**config.mk**
```make
export PLATFORM = sky130hd
export DESIGN_NAME = serpot_ctrl
export DESIGN_NICKNAME = d
export VERILOG_FILES = /design/src/rtl/serpot_pkg.sv /design/src/rtl/serpot_sampler.sv /design/src/rtl/serpot_shreg.sv /design/src/rtl/serpot_latch_bank.sv /design/src/rtl/serpot_ctrl.sv
export SDC_FILE = /design/constraint.sdc
export NUM_CORES = 1
export LEC_CHECK = 0
export ABC_AREA = 1
export BUFFER_PORTS_ARGS = -buffer_cell sky130_fd_sc_hd__buf_2
export CORE_MARGIN = 5
export CORE_UTILIZATION = 40
export CTS_CLUSTER_SIZE = 16
export DETAILED_ROUTE_END_ITERATION = 8
export PLACE_DENSITY = 0.73
export SYNTH_ARGS = -nofsm -noshare
export SYNTH_HDL_FRONTEND = slang
export SYNTH_SLANG_ARGS = --single-unit
```
**constraint.sdc**
```tcl
create_clock -name clk -period 1.9 [get_ports clk]
set_clock_uncertainty 0.05 [all_clocks]
set_input_delay 0.475 -clock clk [delete_from_list [all_inputs] [get_ports clk]]
set_output_delay 0.475 -clock clk [all_outputs]
set_load 0.02 [all_outputs]
```
**src/rtl/serpot_pkg.sv**
```systemverilog
package serpot_pkg;
   localparam int unsigned DFLT_ADDR_W = 3;
   localparam int unsigned DFLT_DATA_W = 8;
   localparam int unsigned DFLT_NCH    = 6;
   localparam int unsigned DFLT_SYNC   = 2;
   // bit order of the sampled input vector
   localparam int unsigned SMP_SDI  = 0;
   localparam int unsigned SMP_SCLK = 1;
   localparam int unsigned SMP_CSN  = 2;
   localparam int unsigned SMP_SHDN = 3;
   localparam int unsigned SMP_W    = 4;
endpackage

```
**src/rtl/serpot_sampler.sv**
```systemverilog
module serpot_sampler
   import serpot_pkg::*;
#(
   parameter int unsigned STAGES = DFLT_SYNC
) (
   input  logic clk,
   input  logic rst_n,
   input  logic sclk_i,
   input  logic csn_i,
   input  logic sdi_i,
   input  logic shdn_n_i,
   output logic sclk_rise,
   output logic cs_rise,
   output logic csn_s,
   output logic sdi_s,
   output logic shdn_act
);
   // idle levels: shutdown released, chip select high, clock low, data low
   localparam logic [SMP_W-1:0] IDLE = 4'b1100;

   logic [STAGES-1:0][SMP_W-1:0] stg_q;
   logic [SMP_W-1:0]             raw;
   logic [SMP_W-1:0]             smp;
   logic                         sclk_d, csn_d;

   assign raw = {shdn_n_i, csn_i, sclk_i, sdi_i};

   always_ff @(posedge clk or negedge rst_n) begin
      if (!rst_n) begin
         stg_q <= {STAGES{IDLE}};
      end else begin
         stg_q[0] <= raw;
         for (int s = 1; s < STAGES; s++) stg_q[s] <= stg_q[s-1];
      end
   end

   assign smp = stg_q[STAGES-1];

   always_ff @(posedge clk or negedge rst_n) begin
      if (!rst_n) begin
         sclk_d <= 1'b0;
         csn_d  <= 1'b1;
      end else begin
         sclk_d <= smp[SMP_SCLK];
         csn_d  <= smp[SMP_CSN];
      end
   end

   assign sclk_rise = smp[SMP_SCLK] & ~sclk_d;
   assign cs_rise   = smp[SMP_CSN] & ~csn_d;
   assign csn_s     = smp[SMP_CSN];
   assign sdi_s     = smp[SMP_SDI];
   assign shdn_act  = ~smp[SMP_SHDN];
endmodule

```
**src/rtl/serpot_shreg.sv**
```systemverilog
module serpot_shreg #(
   parameter int unsigned W = 11
) (
   input  logic         clk,
   input  logic         clr_n,
   input  logic         shift_en,
   input  logic         din,
   input  logic         force_hi,
   output logic [W-1:0] sr_q,
   output logic         sdo
);
   always_ff @(posedge clk or negedge clr_n) begin
      if (!clr_n)        sr_q <= '0;
      else if (shift_en) sr_q <= {sr_q[W-2:0], din};
   end

   // oldest stored bit goes out; the next device samples it before this shift
   assign sdo = force_hi | sr_q[W-1];
endmodule

```
**src/rtl/serpot_latch_bank.sv**
```systemverilog
module serpot_latch_bank #(
   parameter int unsigned NCH    = 6,
   parameter int unsigned ADDR_W = 3,
   parameter int unsigned DATA_W = 8
) (
   input  logic                     clk,
   input  logic                     clr_n,
   input  logic                     commit,
   input  logic [ADDR_W+DATA_W-1:0] frame,
   output logic [NCH*DATA_W-1:0]    vals_o
);
   localparam int unsigned         FRAME_W  = ADDR_W + DATA_W;
   localparam logic [DATA_W-1:0]   MID_CODE = {1'b1, {(DATA_W-1){1'b0}}};
   localparam bit                  FULL_MAP = (NCH == (1 << ADDR_W));

   logic [ADDR_W-1:0] addr;
   logic [DATA_W-1:0] code;
   logic              addr_ok;
   logic [NCH-1:0]    hit;

   assign addr = frame[FRAME_W-1 -: ADDR_W];
   assign code = frame[DATA_W-1:0];

   generate
      if (FULL_MAP) begin : g_full
         assign addr_ok = 1'b1;
      end else begin : g_part
         assign addr_ok = (int'(addr) < NCH);
      end
   endgenerate

   genvar ch;
   generate
      for (ch = 0; ch < NCH; ch++) begin : g_ch
         logic [DATA_W-1:0] q;
         assign hit[ch] = commit & addr_ok & (addr == ADDR_W'(ch));
         always_ff @(posedge clk or negedge clr_n) begin
            if (!clr_n)       q <= MID_CODE;
            else if (hit[ch]) q <= code;
         end
         assign vals_o[ch*DATA_W +: DATA_W] = q;
      end
   endgenerate
endmodule

```
**src/rtl/serpot_ctrl.sv**
```systemverilog
module serpot_ctrl
   import serpot_pkg::*;
#(
   parameter int unsigned NCH         = DFLT_NCH,
   parameter int unsigned ADDR_W      = DFLT_ADDR_W,
   parameter int unsigned DATA_W      = DFLT_DATA_W,
   parameter int unsigned SYNC_STAGES = DFLT_SYNC
) (
   input  logic                  clk,
   input  logic                  rst_n,
   input  logic                  sclk_i,
   input  logic                  csn_i,
   input  logic                  sdi_i,
   input  logic                  preset_n_i,
   input  logic                  shdn_n_i,
   output logic                  sdo_o,
   output logic [NCH*DATA_W-1:0] chan_val_o,
   output logic [NCH-1:0]        chan_off_o
);
   localparam int unsigned FRAME_W = ADDR_W + DATA_W;

   generate
      if (NCH < 1 || NCH > (1 << ADDR_W)) begin : g_bad_nch
         $error("serpot_ctrl: NCH must lie in 1 .. 2**ADDR_W");
      end
      if (SYNC_STAGES < 2) begin : g_bad_sync
         $error("serpot_ctrl: SYNC_STAGES must be at least 2");
      end
      if (DATA_W < 2) begin : g_bad_data
         $error("serpot_ctrl: DATA_W must be at least 2");
      end
   endgenerate

   logic               sclk_rise, cs_rise, csn_s, sdi_s, shdn_act;
   logic               clr_n;
   logic [FRAME_W-1:0] sr_q;

   // preset and power-on reset share the asynchronous clear; preset wins over commit
   assign clr_n = rst_n & preset_n_i;

   serpot_sampler #(.STAGES(SYNC_STAGES)) smp_i (
      .clk       (clk),
      .rst_n     (rst_n),
      .sclk_i    (sclk_i),
      .csn_i     (csn_i),
      .sdi_i     (sdi_i),
      .shdn_n_i  (shdn_n_i),
      .sclk_rise (sclk_rise),
      .cs_rise   (cs_rise),
      .csn_s     (csn_s),
      .sdi_s     (sdi_s),
      .shdn_act  (shdn_act)
   );

   serpot_shreg #(.W(FRAME_W)) sr_i (
      .clk      (clk),
      .clr_n    (clr_n),
      .shift_en (sclk_rise & ~csn_s),
      .din      (sdi_s),
      .force_hi (shdn_act),
      .sr_q     (sr_q),
      .sdo      (sdo_o)
   );

   serpot_latch_bank #(.NCH(NCH), .ADDR_W(ADDR_W), .DATA_W(DATA_W)) bank_i (
      .clk    (clk),
      .clr_n  (clr_n),
      .commit (cs_rise),
      .frame  (sr_q),
      .vals_o (chan_val_o)
   );

   genvar ch;
   generate
      for (ch = 0; ch < NCH; ch++) begin : g_off
         assign chan_off_o[ch] = shdn_act;
      end
   endgenerate
endmodule

```
# After elaboration in Yosys (flattened, before gate mapping)

Cells that the tools add are included.

Flip-flop bits (word level): 69
Input port bits: 7
Word-level logic and storage cells: 34
Output and inout port bits: 55

$lt $le $gt $ge: 1
Bitwise gates (word level): 16
Eq/ne operators: 5
Reductions and logical operators: 1

Operator list:

| cell                 | number |
|---|---|
| $and A1 B1 Y1        | 11 |
| $eq A3 B2 Y1 const B | 2 |
| $eq A3 B3 Y1 const B | 2 |
| $not A1 Y1           | 4 |
| $eq A3 B1 Y1 const B | 1 |
| $logic_not A3 Y1     | 1 |
| $lt A3 B3 Y1 const B | 1 |
| $or A1 B1 Y1         | 1 |

# Depth between registers and ports, before layout

Depth after elaboration: 4
Gate-level depth with buffers: 6
Mapped depth without buffers: 5

# By module

From an unflattened synthesis, not the netlist that was laid out.

Cell total of the unflattened synthesis: 290
Area total of the unflattened synthesis: 2710.1 µm²

Modules (own cells, without submodules):

| module            | instances | seq. area each (µm²) | cells an instance | area each (µm²) |
|---|---|---|---|---|
| serpot_latch_bank | 1         | 1208.7               | 217               | 1939.4 |
| serpot_shreg      | 1         | 275.3                | 48                | 427.9 |
| serpot_sampler    | 1         | 256.5                | 15                | 280.3 |
| serpot_ctrl       | 1         | 0.0                  | 10                | 62.6 |

# Worst setup path after synthesis

No wires, ideal clock.

Path kind: register to register
From: register smp_i.stg_q (netlist bit smp_i.smp[2])
To: register bank_i.g_ch[2].q[0]
Arrival: 1.197 ns
Period minus slack after synthesis: 1.364 ns
Setup slack: 0.536 ns
Required time: 1.733 ns
Library setup time: 0.117 ns
Stages on the path, launching flop included: 7
Buffers on the path: 1
Path through: dfstp_2 inv_1 nor2_2 buf_4 nand3_2 nand2_1 nand2_1

Cells in the longest elaborated chain, start to end: 3

Ends and longest elaborated chain:

| what                        | line                    | text |
|---|---|---|
| start, declared             | serpot_sampler.sv:21    | `logic [STAGES-1:0][SMP_W-1:0] stg_q;` |
| start signal, assigned      | serpot_sampler.sv:30    | `stg_q <= {STAGES{IDLE}};` |
| $and A1 B1 Y1               | serpot_sampler.sv:50    | `assign cs_rise = smp[SMP_CSN] & ~csn_d;` |
| $and A1 B1 Y1 (2 in series) | serpot_latch_bank.sv:36 | `assign hit[ch] = commit & addr_ok & (addr == ADDR_W'(ch));` |
| end signal, assigned        | serpot_latch_bank.sv:39 | `else if (hit[ch]) q <= code;` |
| end, declared               | serpot_latch_bank.sv:35 | `logic [DATA_W-1:0] q;` |

Every way passes these cells.
A chain may end at the register's enable or synchronous reset.

# Final worst setup path

From: register sr_i.sr_q[10]
To: output sdo_o

Cells in the longest elaborated chain, start to end: 1

Ends and longest elaborated chain:

| what                   | line               | text |
|---|---|---|
| start, declared        | serpot_shreg.sv:9  | `output logic [W-1:0] sr_q,` |
| start signal, assigned | serpot_shreg.sv:14 | `else if (shift_en) sr_q <= {sr_q[W-2:0], din};` |
| $or A1 B1 Y1           | serpot_shreg.sv:18 | `assign sdo = force_hi \| sr_q[W-1];` |
| end, declared          | serpot_ctrl.sv:16  | `output logic sdo_o,` |

Every way passes these cells.

==> summary.txt <==
Placed design
  – Weighted congestion reported at the end of routability-driven placement: 0.839
  – Input/output buffers: 61
  – Post-detailed-placement half-perimeter wirelength: 4240 um
  – Post-Place Worst Slack: 0.360 ns

Synth
  – Number of storage elements in the synthesis netlist: 69
  – Largest area contributor in the synthesized netlist: sky130_fd_sc_hd__dfrtp_1
  – Share of synthesized cell area in full adder, half adder and majority cells: 0
  – Top FF cell, synth: sky130_fd_sc_hd__dfrtp_1
  – Compound-gate portion of the synthesized area: 0.0346
  – Post-synthesis instance total: 292
  – Syn_nets: 299
  – Largest family of logic cells by synthesized area: simple AND/OR/NAND/NOR gates
  – Sequential fraction of the synthesis area: 0.633
  – Synthesized-area fraction occupied by and/or/nand/nor cells: 0.268
  – Top cells by area, synth: sky130_fd_sc_hd__dfrtp_1 53%, sky130_fd_sc_hd__nand2_1 16%, sky130_fd_sc_hd__dfstp_2 11%, sky130_fd_sc_hd__nand3_1 5.1%, sky130_fd_sc_hd__o21ai_0 3.5%
  – Netlist area before placement: 0.00275 mm2
  – Number of distinct library cells after synthesis: 17
  – Post-synthesis mux area share: 0
  – Post-synthesis share of cell area spent on xor and xnor gates: 0
  – Mean cell area of the mapped netlist: 9.42 um2
  – Fraction of synthesized cell area taken by the top area cell type: 0.528
  – Yosys warns: 0
  – Share of synthesized flip-flops with an asynchronous set or reset: 1.00
  – Post-synth EDFFs: 0

Worst hold path
  – Min-Delay Path Class: in2reg

Worst setup path
  – Number of buffers and inverters on the critical path: 2
  – Required time reported for the critical path endpoint: 1.37 ns
  – Slowest cell delay on critical path: 0.45 ns
  – Crit Path Class: reg2out
  – Cell family with the largest share of critical-path delay: flip-flops
  – Arrival time at the worst endpoint: 1.27 ns
  – Endpoint class of the critical path: output pin
  – Sequence of cells on the critical path: inv_1 -> nand2_1 -> buf_2
  – Critical Path Fanout Max: 7
  – Crit-path slowest cell: sky130_fd_sc_hd__dfrtp_1
  – Startpoint type of the worst setup path: register

Routing
  – Total wire length after detailed routing: 6310 um
  – Drt wl/cell: 14.5 um
  – Number of iterations in the first detailed-routing pass: 4
  – Remaining design rule violation count: 0
  – Drt first-iter violations: 190
  – Post-detailed-route via-to-cell ratio: 4.77
  – Final antenna-violating net count: 0
  – Via count of the routed design: 2,076

Global route
  – Largest net degree at the start of global routing: 60
  – Via count of the first global-routing pass: 2,070
  – Antenna violations before repair: 0
  – Global-route wire length before repair: 10,900 um
  – Global router's overall resource usage: 0.163
  – Congestion Overflow GR: 0

Power and ir drop
  – Leakage: 1.84 nW
  – Peak VDD IR: 0.395 mV
  – P per Cell Area: 983 mW/mm2

Run status
  – Result of the run: complete, no violations

Clock tree
  – TritonCTS clock tree: done
  – Clock transition at path regs: 0.07 ns
  – Post-cts resize count: 0
  – Buffer depth of the longest clock path: 2
  – Clock root buffer: sky130_fd_sc_hd__clkbuf_8
  – Number of buffers inserted during clock tree synthesis: 9
  – Count of hold buffers inserted by post-cts repair: 1
  – Later-pin clock latency in the skew report: 0.36 ns
  – Number of H-tree levels: 3
  – Post-CTS setup buffer count: 0
  – Clock sinks: 69

Cells and area
  – Net count reported at finish: 357
  – # diodes: 0
  – Fraction of layout cells with a size suffix above 1: 0.296
  – Growth of design area from synthesis to finish: 19.2%

Floorplan
  – Die X-Extent: 92.9 um
  – Number of top-level pins: 62
  – Row cnt: 30
  – DIE AREA: 0.00863 mm2
  – Die height: 92.9 um
  – Core Box Area: 0.00676 mm2
  – Initial Util: 0.407

Timing
  – Final critical-path share of the clock period: 0.943
  – Count of final hold-check violations: 0
  – Setup repair after global routing missed its margin: no
  – Max Clock Freq: 558 MHz
  – Tightest slew margin relative to the limit: 0.607
  – Max-slew violation total from the final report: 0
  – Final Critical Period: 1.79 ns
  – Transition time at the pin with the least slew margin: 0.588 ns
  – Final setup violating endpoints: 0
  – Total Negative Setup Slacks: 0 ns
  – Worst setup margin: 0.109 ns

Run
  – Max-cap viol count: 0
## worst reg2reg max path: stages, from the launching register on
cell                      delay (ns)
sky130_fd_sc_hd__dfrtp_1        0.45
sky130_fd_sc_hd__nor2_2         0.39
sky130_fd_sc_hd__nand3_1        0.33
sky130_fd_sc_hd__nand2_1        0.15
sky130_fd_sc_hd__nand2_1        0.06
## Yosys cell counts (2+ instances only)
cell type,n
sky130_fd_sc_hd__o21ai_0,19
sky130_fd_sc_hd__inv_1,15
sky130_fd_sc_hd__buf_2,10
sky130_fd_sc_hd__dfstp_2,11
sky130_fd_sc_hd__dfrtp_1,58
sky130_fd_sc_hd__nor2_1,2
sky130_fd_sc_hd__buf_4,7
sky130_fd_sc_hd__clkbuf_1,4
sky130_fd_sc_hd__nand4_1,8
sky130_fd_sc_hd__nand2_1,118
sky130_fd_sc_hd__nand3_4,2
sky130_fd_sc_hd__nor2_2,6
sky130_fd_sc_hd__nand3_1,28
## flip-flops by register name (all words and copies together), names as in the netlist
register       flops
bank_i.g_ch.q     48
sr_i.sr_q         11
smp_i.smp          4
smp_i.stg_q        4
smp_i.csn_d        1
smp_i.sclk_d       1
## layout by cell type (no fill, tap or decap), drive strengths merged
master       count
clkinv           4
clkbuf          11
buf             67
dfstp           11
nand3b           1
nor2             8
dfrtp           58
clkinvlp         2
nand3           31
o21ai           19
inv             15
nand2          119
dlygate4sd3      1
nand4            8
## layer usage
metal / GRT usage / up-vias / part of all wire
met5: 0 / - / 0
met1: 0.216 / 969 / 0.47
met4: 0.0549 / 0 / 0.0038
li1: - / 1037 / -
met3: 0.0658 / 5 / 0.073
met2: 0.244 / 65 / 0.46
## where the power goes
part	switching [mW]	internal, mW	total [mW]
Sequential	0.169	1.59	1.76
Combinational	0.288	0.130	0.418
Clock	0.547	0.500	1.05
Total	1.00	2.22	3.22
## worst paths after layout
check / startpoint / to / slack (ns) / depth (start not counted)
setup / recovery: sr_i.sr_q[10] / sdo_o / 0.11 / 3
hold / removal: shdn_n_i / smp_i.stg_q[3] / 0.17 / 1
setup reg to reg: sr_i.sr_q[9] / bank_i.g_ch[0].q[3] / 0.36 / 4
hold reg to reg: smp_i.stg_q[1] / smp_i.smp[1] / 0.30 / 0
max in group asynchronous: rst_n / bank_i.g_ch[0].q[7] / 0.55 / 5
min in group asynchronous: preset_n_i / bank_i.g_ch[3].q[2] / 0.19 / 4
## cell type report
type,count,area [um2]
Inverter,16,63.8
Timing Repair Buffer,68,373
Fill cell,675,3480
Multi-Input combinational cell,186,832
Clock buffer,11,141
Tap cell,80,100
Clock inverter,5,27.5
Sequential cell,69,1740
## logic make-up (layout without fill, tap and decap cells)
logic type / Yosys count / count (layout)
buf+inv: 37 / 100
flops: 69 / 69
compound gates: 19 / 19
simple gates: 167 / 167
## per-stage QoR
stage                     power, mW   util  area (um2)  hold slack, ns  cells
final                          3.22  0.485        3280           0.171    435
after global routing           3.40  0.485        3280           0.143    435
after CTS                      3.26  0.485        3280           0.155    435
after detailed placement       2.21  0.459        3100           0.285    418
after global placement         2.19  0.459        3100           0.282    418
after floorplan                2.03      -        2750           0.129    292
No activity file was read; power rests on OpenSTA's default activity.
